### config.mk
export PLATFORM = sky130hd
export DESIGN_NAME = serdac_ctrl
export DESIGN_NICKNAME = d
export VERILOG_FILES = /design/src/rtl/serdac_pkg.sv /design/src/rtl/serdac_sclk_edge.sv /design/src/rtl/serdac_frame.sv /design/src/rtl/serdac_term.sv /design/src/rtl/serdac_ctrl.sv
export SDC_FILE = /design/constraint.sdc
export NUM_CORES = 1
export LEC_CHECK = 0
export BUFFER_PORTS_ARGS = -buffer_cell sky130_fd_sc_hd__buf_2
export CAP_MARGIN = 5
export CORE_MARGIN = 5
export CORE_UTILIZATION = 58
export CTS_CLUSTER_DIAMETER = 40
export DETAILED_ROUTE_END_ITERATION = 12
export PLACE_DENSITY = 0.82
export SLEW_MARGIN = 20
export SYNTH_ARGS = -nofsm -noshare
export SYNTH_HDL_FRONTEND = slang
export SYNTH_SLANG_ARGS = --single-unit
### constraint.sdc
create_clock -name clk -period 3.7 [get_ports clk]
set_clock_uncertainty 0.2 [all_clocks]
set_input_delay 0.37 -clock clk [delete_from_list [all_inputs] [get_ports clk]]
set_output_delay 0.37 -clock clk [all_outputs]
set_load 0.005 [all_outputs]
### src/rtl/serdac_pkg.sv
package serdac_pkg;
   localparam int MODE_W = 2;
   localparam int N_TERM = 3;

   typedef enum logic [MODE_W-1:0] {
      OM_DRIVE     = 2'd0,
      OM_SINK_LOW  = 2'd1,
      OM_SINK_HIGH = 2'd2,
      OM_FLOAT     = 2'd3
   } out_mode_e;
endpackage

### src/rtl/serdac_sclk_edge.sv
module serdac_sclk_edge (
   input  logic clk,
   input  logic rst,
   input  logic sclk_i,
   output logic fall_o
);
   logic sclk_q;

   always_ff @(posedge clk) begin
      if (rst) sclk_q <= 1'b0;
      else     sclk_q <= sclk_i;
   end

   // high at the previous sample, low now
   assign fall_o = sclk_q & ~sclk_i;
endmodule

### src/rtl/serdac_frame.sv
module serdac_frame #(
   parameter int FRAME_W = 16,
   parameter int CNT_W   = 5
) (
   input  logic               clk,
   input  logic               rst,
   input  logic               sync_n,
   input  logic               fall,
   input  logic               sdin,
   output logic               load_o,
   output logic [FRAME_W-1:0] word_o
);
   localparam logic [CNT_W-1:0] FULL = CNT_W'(FRAME_W);
   localparam logic [CNT_W-1:0] LAST = CNT_W'(FRAME_W - 1);

   logic [CNT_W-1:0]   cnt_q;
   logic [FRAME_W-1:0] sr_q;
   logic               load_q;

   // cnt_q == FULL means locked: wait for sync_n high before accepting bits
   always_ff @(posedge clk) begin
      if (rst) begin
         cnt_q  <= FULL;
         sr_q   <= '0;
         load_q <= 1'b0;
      end else begin
         load_q <= 1'b0;
         if (sync_n) begin
            cnt_q <= '0;
            sr_q  <= '0;
         end else if (fall && (cnt_q < FULL)) begin
            sr_q  <= {sr_q[FRAME_W-2:0], sdin};
            cnt_q <= cnt_q + 1'b1;
            if (cnt_q == LAST) load_q <= 1'b1;
         end
      end
   end

   assign load_o = load_q;
   assign word_o = sr_q;
endmodule

### src/rtl/serdac_term.sv
module serdac_term
   import serdac_pkg::*;
(
   input  out_mode_e          mode,
   output logic               amp_en,
   output logic [N_TERM-1:0]  term
);
   assign amp_en = (mode == OM_DRIVE);

   for (genvar g = 0; g < N_TERM; g++) begin : g_sel
      assign term[g] = (mode == out_mode_e'(g + 1));
   end
endmodule

### src/rtl/serdac_ctrl.sv
module serdac_ctrl
   import serdac_pkg::*;
#(
   parameter int CODE_W = 14
) (
   input  logic              clk,
   input  logic              rst,
   input  logic              sync_n,
   input  logic              sclk,
   input  logic              sdin,
   output logic [CODE_W-1:0] dac_code,
   output logic              amp_en,
   output logic              term_1k,
   output logic              term_100k,
   output logic              term_hiz,
   output logic              upd_stb
);
   localparam int FRAME_W = CODE_W + MODE_W;
   localparam int CNT_W   = $clog2(FRAME_W + 1);

   if (CODE_W < 2 || CODE_W > 24) begin : g_bad_code
      $error("serdac_ctrl: CODE_W out of range");
   end
   if (N_TERM != (1 << MODE_W) - 1) begin : g_bad_term
      $error("serdac_ctrl: termination count must match mode space");
   end

   logic               fall;
   logic               load;
   logic [FRAME_W-1:0] word;
   logic [N_TERM-1:0]  term;

   logic [CODE_W-1:0]  code_q;
   out_mode_e          mode_q;
   logic               upd_q;

   serdac_sclk_edge u_edge (
      .clk    (clk),
      .rst    (rst),
      .sclk_i (sclk),
      .fall_o (fall)
   );

   serdac_frame #(
      .FRAME_W (FRAME_W),
      .CNT_W   (CNT_W)
   ) u_frame (
      .clk    (clk),
      .rst    (rst),
      .sync_n (sync_n),
      .fall   (fall),
      .sdin   (sdin),
      .load_o (load),
      .word_o (word)
   );

   always_ff @(posedge clk) begin
      if (rst) begin
         code_q <= '0;
         mode_q <= OM_DRIVE;
         upd_q  <= 1'b0;
      end else begin
         upd_q <= load;
         if (load) begin
            code_q <= word[CODE_W-1:0];
            mode_q <= out_mode_e'(word[FRAME_W-1:CODE_W]);
         end
      end
   end

   serdac_term u_term (
      .mode   (mode_q),
      .amp_en (amp_en),
      .term   (term)
   );

   assign dac_code  = code_q;
   assign term_1k   = term[0];
   assign term_100k = term[1];
   assign term_hiz  = term[2];
   assign upd_stb   = upd_q;
endmodule

==> results.cfg, run 1 <==
[drt]
wl_per_cell_um = 12.4
drc = 0
drt_iter0_drc = 31
postRouteAntennaNets = 0
avgViaCountPerCell = 5.25
via_count = 1114
drt-total-wl_um = 2620
drtPass1Iterations = 4

[synth]
synth.ff_latch_count = 40
synthesis.instances = 160
synth_top_area_cell = dfxtp_1
yosysMostFrequentCell = dfxtp_1
synth_edf_count = 0
synth-seq-area-share_pct = 55.1
netlist_area_um2 = 1450
synth-async-reset-ratio_pct = 0
ys_warn_count = 0
synthTopCellsByArea = dfxtp_1 55%, mux2i_1 11%, nand2_1 8.8%, a21oi_1 6.5%, nor2_1 4.9%
synth_ff_type = dfxtp_1
syn_avg_cell_area_um2 = 9.08
synth_top_area_share_pct = 55.1
syn_nets = 167
synth_common_cells = 40 x dfxtp_1, 34 x nand2_1, 19 x a21oi_1, 19 x nor2_1, 16 x mux2i_1
yosys.cell_types.count = 22

[worst_setup_path]
startpoint_type = flip-flop
crit_path_cell_trace = nor3b_2 > nand2_1 > a21oi_1
rrSetupSlack_ps = 1920
cp.required_ps = 3790
reg2reg_to = u_frame.word_o[4]
endpoint_kind = flip-flop
r2r_cells = 3
arrival_ps = 1870
path_class = flip-flop to flip-flop
crit_slowest_cell = nor3b_2
critPathMaxStageDelay_ps = 860
reg2reg_from = u_frame.cnt_q[4]
cp_max_fo = 18

[power_and_ir_drop]
p_total_w = 0.000764
irDropWorstVdd_mv = 0.362
power.leakage_nw = 0.628
power.density_nw_per_um2 = 459

[clock_tree]
path_clk_slew_ps = 110
insertion_delay_ps = 350
clockBufferDepth = 2
cts_buffers = 5
cts-resized-gates = 0
cts_tree = done
post_cts_buffers = 0
root_buffer = clkbuf_4
h-tree-depth = 2
holdBufCountCts = 0
clock-sinks = 40

[sta]
hold_viol = 0
fin_ws_ps = 1920
finalMaxSlewViolations = 0
fmax_ghz = 0.563
worstMarginPinSlew_ps = 1050
rsz0062_at_grt = false
tns_ps = 0
min_period_ps = 1780
setup_violations = 0
fin_crit_sh_pct = 48.0
maxSlewHeadroom_pct = 29.6

[place]
gp_congestion = 0.742
dp_hpwl_um = 1790
dpl_cell_area_um2 = 1570
io_buffers = 23
place_ws_ps = 1810

[final_layout]
n_fill_cell = 202
post-route-util_pct = 68.4
final_area_um2 = 1660
drive_above_1_share_pct = 18.7
syn2layout_area_growth_pct = 14.5
fin_nets = 188
n_antenna_cell = 0

[global_routing]
use_met1_pct = 15.5
gr-usage-all-layers_pct = 16.6
grt_max_degree = 23
grt.overflow.total = 0
grt.busiest_layer = met2
grtUsageMet3_pct = 7.13
grt_pass1_vias = 1028
antenna_found_initial = 0
use_met2_pct = 30.6
grt_pass1_wl_um = 4280

[die]
core_um2 = 2430
rows = 18
dieWidth_um = 60.0
initial_core_util_pct = 59.7
die_h_um = 60.0
io_pins = 24
die_area_um2 = 3610

[hold_path]
hold_class = input pin to flip-flop
holdPathEnd = u_frame.cnt_q[4]
min_from = sync_n
hold_depth = 2

[flow_run]
drv_cap = 0

[outcome]
outcome = finished clean
==> cell type report <==
cell class	count	area [um^2]	share of cell area [%]
Clock buffer	7	65.1	3.91
Clock inverter	1	30.0	1.81
Inverter	3	11.3	0.677
Multi-Input combinational cell	108	603	36.3
Sequential cell	40	801	48.2
Tap cell	30	37.5	2.26
Timing Repair Buffer	23	115	6.92
==> sequential cells by signal, indices dropped and copies added, names as in the netlist <==
register and cells:
mode_q 2, upd_stb 1, u_frame.load_o 1, u_frame.cnt_q 5
u_frame.word_o 16, dac_code 14, u_edge.sclk_q 1
==> power by group <==
group	total, W	internal, W	switching (W)	leakage, nW
registers	0.000433	0.000432	0.00000145	0.323
logic	0.0000160	0.00000465	0.0000114	0.254
clock network	0.000315	0.000179	0.000135	0.0515
total	0.000764	0.000616	0.000148	0.628
==> logic make-up after synthesis <==
kind of cell	share of synthesized area, %
mux	11.0
fa+ha+maj	1.72
buf+inv	3.36
simple gates	20.4
compound gates	7.75
xor+xnor	0.603
flops	55.1
==> how the worst max path moves through the flow <==
stage          cells after the start                  to              from
3_5_place_dp                       4    u_frame.cnt_q[0]              sclk
3_3_place_gp                       4    u_frame.cnt_q[0]              sclk
2_1_floorplan                      6    u_frame.cnt_q[4]  u_frame.cnt_q[0]
4_1_cts                            3  u_frame.word_o[15]  u_frame.cnt_q[4]
6_report                           3   u_frame.word_o[4]  u_frame.cnt_q[4]
5_1_grt                            3   u_frame.word_o[4]  u_frame.cnt_q[4]
==> layer usage <==
layer  wire [um]  part of all wire [%]  vias to the layer above
met5           0                     0                        -
met4          48                   1.8                        0
met3         161                   6.1                        6
met2        1350                    51                       33
met1        1060                    41                      516
li1            -                     -                      559
==> per-stage QoR <==
| step | instances | hold WS, ps |
|---|---|---|
| after floorplan | 160 | 236 |
| after global placement | 204 | 245 |
| after detailed placement | 204 | 264 |
| after CTS | 212 | 9.15 |
| after global routing | 212 | 16.3 |
| final | 212 | 12.8 |
==> cells in the final DEF (no fill, tap or decap) <==
master,instances
a21oi_1,19
and2_1,1
and3_1,1
buf_2,23
bufinv_16,1
clkbuf_4,5
clkbuf_8,2
dfxtp_1,40
ha_1,2
inv_1,3
mux2i_1,16
nand2_1,34
nand3_1,1
nor2_1,19
nor2b_1,4
nor3_1,1
nor3b_1,1
nor3b_2,1
o21ai_0,2
o21bai_1,1
or2_2,1
or3_1,2
or3b_4,1
xnor2_1,1
==> worst max-delay path: cells and delay by family, from the launching register on <==
family | cells | cell delay, ps
AND/OR/NAND/NOR | 2 | 1010
flip-flops | 1 | 350
AO/OA/AOI/OAI | 1 | 150
(Power assumes the default switching activity.)
==> run 2, diff against run 1 <==
- CORE_UTILIZATION: 58 -> 48
- PLACE_DENSITY: 0.82 -> 0.72
- clock period: 3.7 -> 1.6 ns (I/O delays scaled with it)
==> run 2 against run 1 <==
Net effect: register-to-register slack worse by 1900 ps; maximum frequency rose by 12%; largest cell class unchanged; routed wire length grew 10%; clock power grew 63%; combinational power grew to 3.2 times the previous value; critical path type unchanged; first-iteration DRC count up 19%; cell count increased by 6.1%; final area rose by 5.6%.
==> results.cfg, run 2 (synthesis results as in run 1) <==
[global_routing]
grt_max_degree = 22
grt.overflow.total = 0
antenna_found_initial = 0
grt_pass1_wl_um = 5040
gr-usage-all-layers_pct = 15.4
grt_pass1_vias = 1207

[hold_path]
min_from = sclk
hold_class = input pin to flip-flop
holdPathEnd = u_frame.cnt_q[4]
hold_depth = 4

[worst_setup_path]
rrSetupSlack_ps = 10
cp_num_cells = 3
reg2reg_from = u_frame.cnt_q[4]
crit_path_cell_trace = or3b_4 > or3_1 > a21oi_2
endpoint_kind = flip-flop
cp.required_ps = 1670
crit_slowest_cell = or3b_4
cp_max_fo = 5
path_delay_family = simple AND/OR/NAND/NOR gates
startpoint_type = flip-flop
arrival_ps = 1660
path_class = flip-flop to flip-flop
critPathBufInv = 0
r2r_cells = 3
critPathMaxStageDelay_ps = 420
reg2reg_to = u_frame.cnt_q[3]

[drt]
drc = 0
drt-total-wl_um = 2890
avgViaCountPerCell = 5.14
postRouteAntennaNets = 0
drtPass1Iterations = 4
drt_iter0_drc = 37
wl_per_cell_um = 12.8
via_count = 1157

[sta]
timing.hold.ws_ps = 3.02
finalMaxSlewViolations = 0
worstMarginPinSlew_ps = 412
maxSlewHeadroom_pct = 72.5
fmax_ghz = 0.629
fin_crit_sh_pct = 99.3
hold_viol = 0
min_period_ps = 1590
setup_violations = 0
tns_ps = 0

[die]
initial_core_util_pct = 48.8
rows = 20
core_um2 = 2980
die_h_um = 65.0
die_area_um2 = 4230
dieWidth_um = 65.0
io_pins = 24

[final_layout]
fin_nets = 198
syn2layout_area_growth_pct = 20.8
seqCellArea_um2 = 805
post-route-util_pct = 58.9
drive_above_1_share_pct = 24.5
multi_input_area_um2 = 642
n_fill_cell = 281
most-common-layout-cells = 37 x dfxtp_1, 34 x nand2_1, 23 x buf_2, 19 x nor2_1, 18 x a21oi_1
final_area_um2 = 1760
layout_commonest_cell = dfxtp_1
n_antenna_cell = 0
largest_reg_flops = 16

[flow_run]
drv_cap = 0

[power_and_ir_drop]
intPower_w = 0.00124
power.leakage_nw = 0.653
clkPwrFrac_pct = 32.8
irDropWorstVdd_mv = 0.471
power_frac_seq_pct = 64.0
power.density_nw_per_um2 = 893
combPwrFrac_pct = 3.3
p_sw_w = 0.000332
sw_frac_of_total_pct = 21.1

[clock_tree]
clock-sinks = 40
cts_tree = done
root_buffer = clkbuf_4
path_clk_slew_ps = 110
insertion_delay_ps = 340
cts_buffers = 5
clockBufferDepth = 2
h-tree-depth = 2

[place]
gp_congestion = 0.761
io_buffers = 23
dpl_cell_area_um2 = 1610
dp_hpwl_um = 1850

[outcome]
outcome = finished clean
[run 2: changes by cell type in the layout (fill, tap and decap cells not counted), sizes merged]
cell / before / now
buf: 23 / 30
bufinv: 1 / 0
dlygate4sd3: 0 / 3
clkbuf: 7 / 8
[run 2: power by group through the flow]
stage	clock, W	sequential (W)	combinational, W
6_report	0.000514	0.00100	0.0000515
5_1_grt	0.000584	0.00100	0.0000572
4_1_cts	0.000531	0.00100	0.0000513
3_5_place_dp	0	0.00103	0.0000425
3_3_place_gp	0	0.00102	0.0000409
2_1_floorplan	0	0.00102	0.0000268
[run 2: worst register-to-register path, delay by kind of cell, from the launching register on]
kind | cells | cell delay, ps
AND/OR/NAND/NOR | 2 | 810
flip-flops | 1 | 360
AO/OA/AOI/OAI | 1 | 150
[run 2: layout make-up]
| class | count | share of cell area (%) |
|---|---|---|
| sequential | 40 | 45.8 |
| inverter | 3 | 0.641 |
| clock buffer | 8 | 3.35 |
| tap | 33 | 2.35 |
| multi-input combinational | 108 | 36.6 |
| timing repair buffer | 33 | 11.3 |
[run 2: per-layer routing]
metal  global-route usage (%)  vias up  wire (um)
met5                        0        -          0
met3                     3.81       10         88
met4                     9.84        0         92
met1                     16.1      541       1230
met2                     27.3       25       1480
li1                         -      581          -
[run 2: repair_timing]
action / in CTS / in global routing
gates cloned: 0 / 0
gates resized for setup: 6 / 3
hold endpoints to repair: 3 / 0
buffers inserted: 2 / 0
pin swaps: 5 / 3
hold buffers: 3 / 0
endpoints found under the setup margin: 1 / 3
[run 2: metrics by stage]
step | setup slack [ps] | cells | total power [W]
after floorplan | 81.6 | 160 | 0.00105
after global placement | 49.7 | 212 | 0.00107
after detailed placement | -40.2 | 212 | 0.00107
after CTS | 42.0 | 225 | 0.00158
after global routing | -7.03 | 225 | 0.00164
final | 10.5 | 225 | 0.00157
[run 2: worst max-delay path by stage]
stage,startpoint,end,slack [ps]
CTS,u_frame.cnt_q[4],u_frame.cnt_q[3],40
floorplan,u_frame.cnt_q[0],u_frame.cnt_q[4],80
detailed placement,u_frame.cnt_q[0],u_frame.cnt_q[4],-40
global route,u_frame.cnt_q[4],u_frame.cnt_q[3],-7
global placement,u_frame.cnt_q[0],u_frame.cnt_q[4],50
finish,u_frame.cnt_q[4],u_frame.cnt_q[3],10
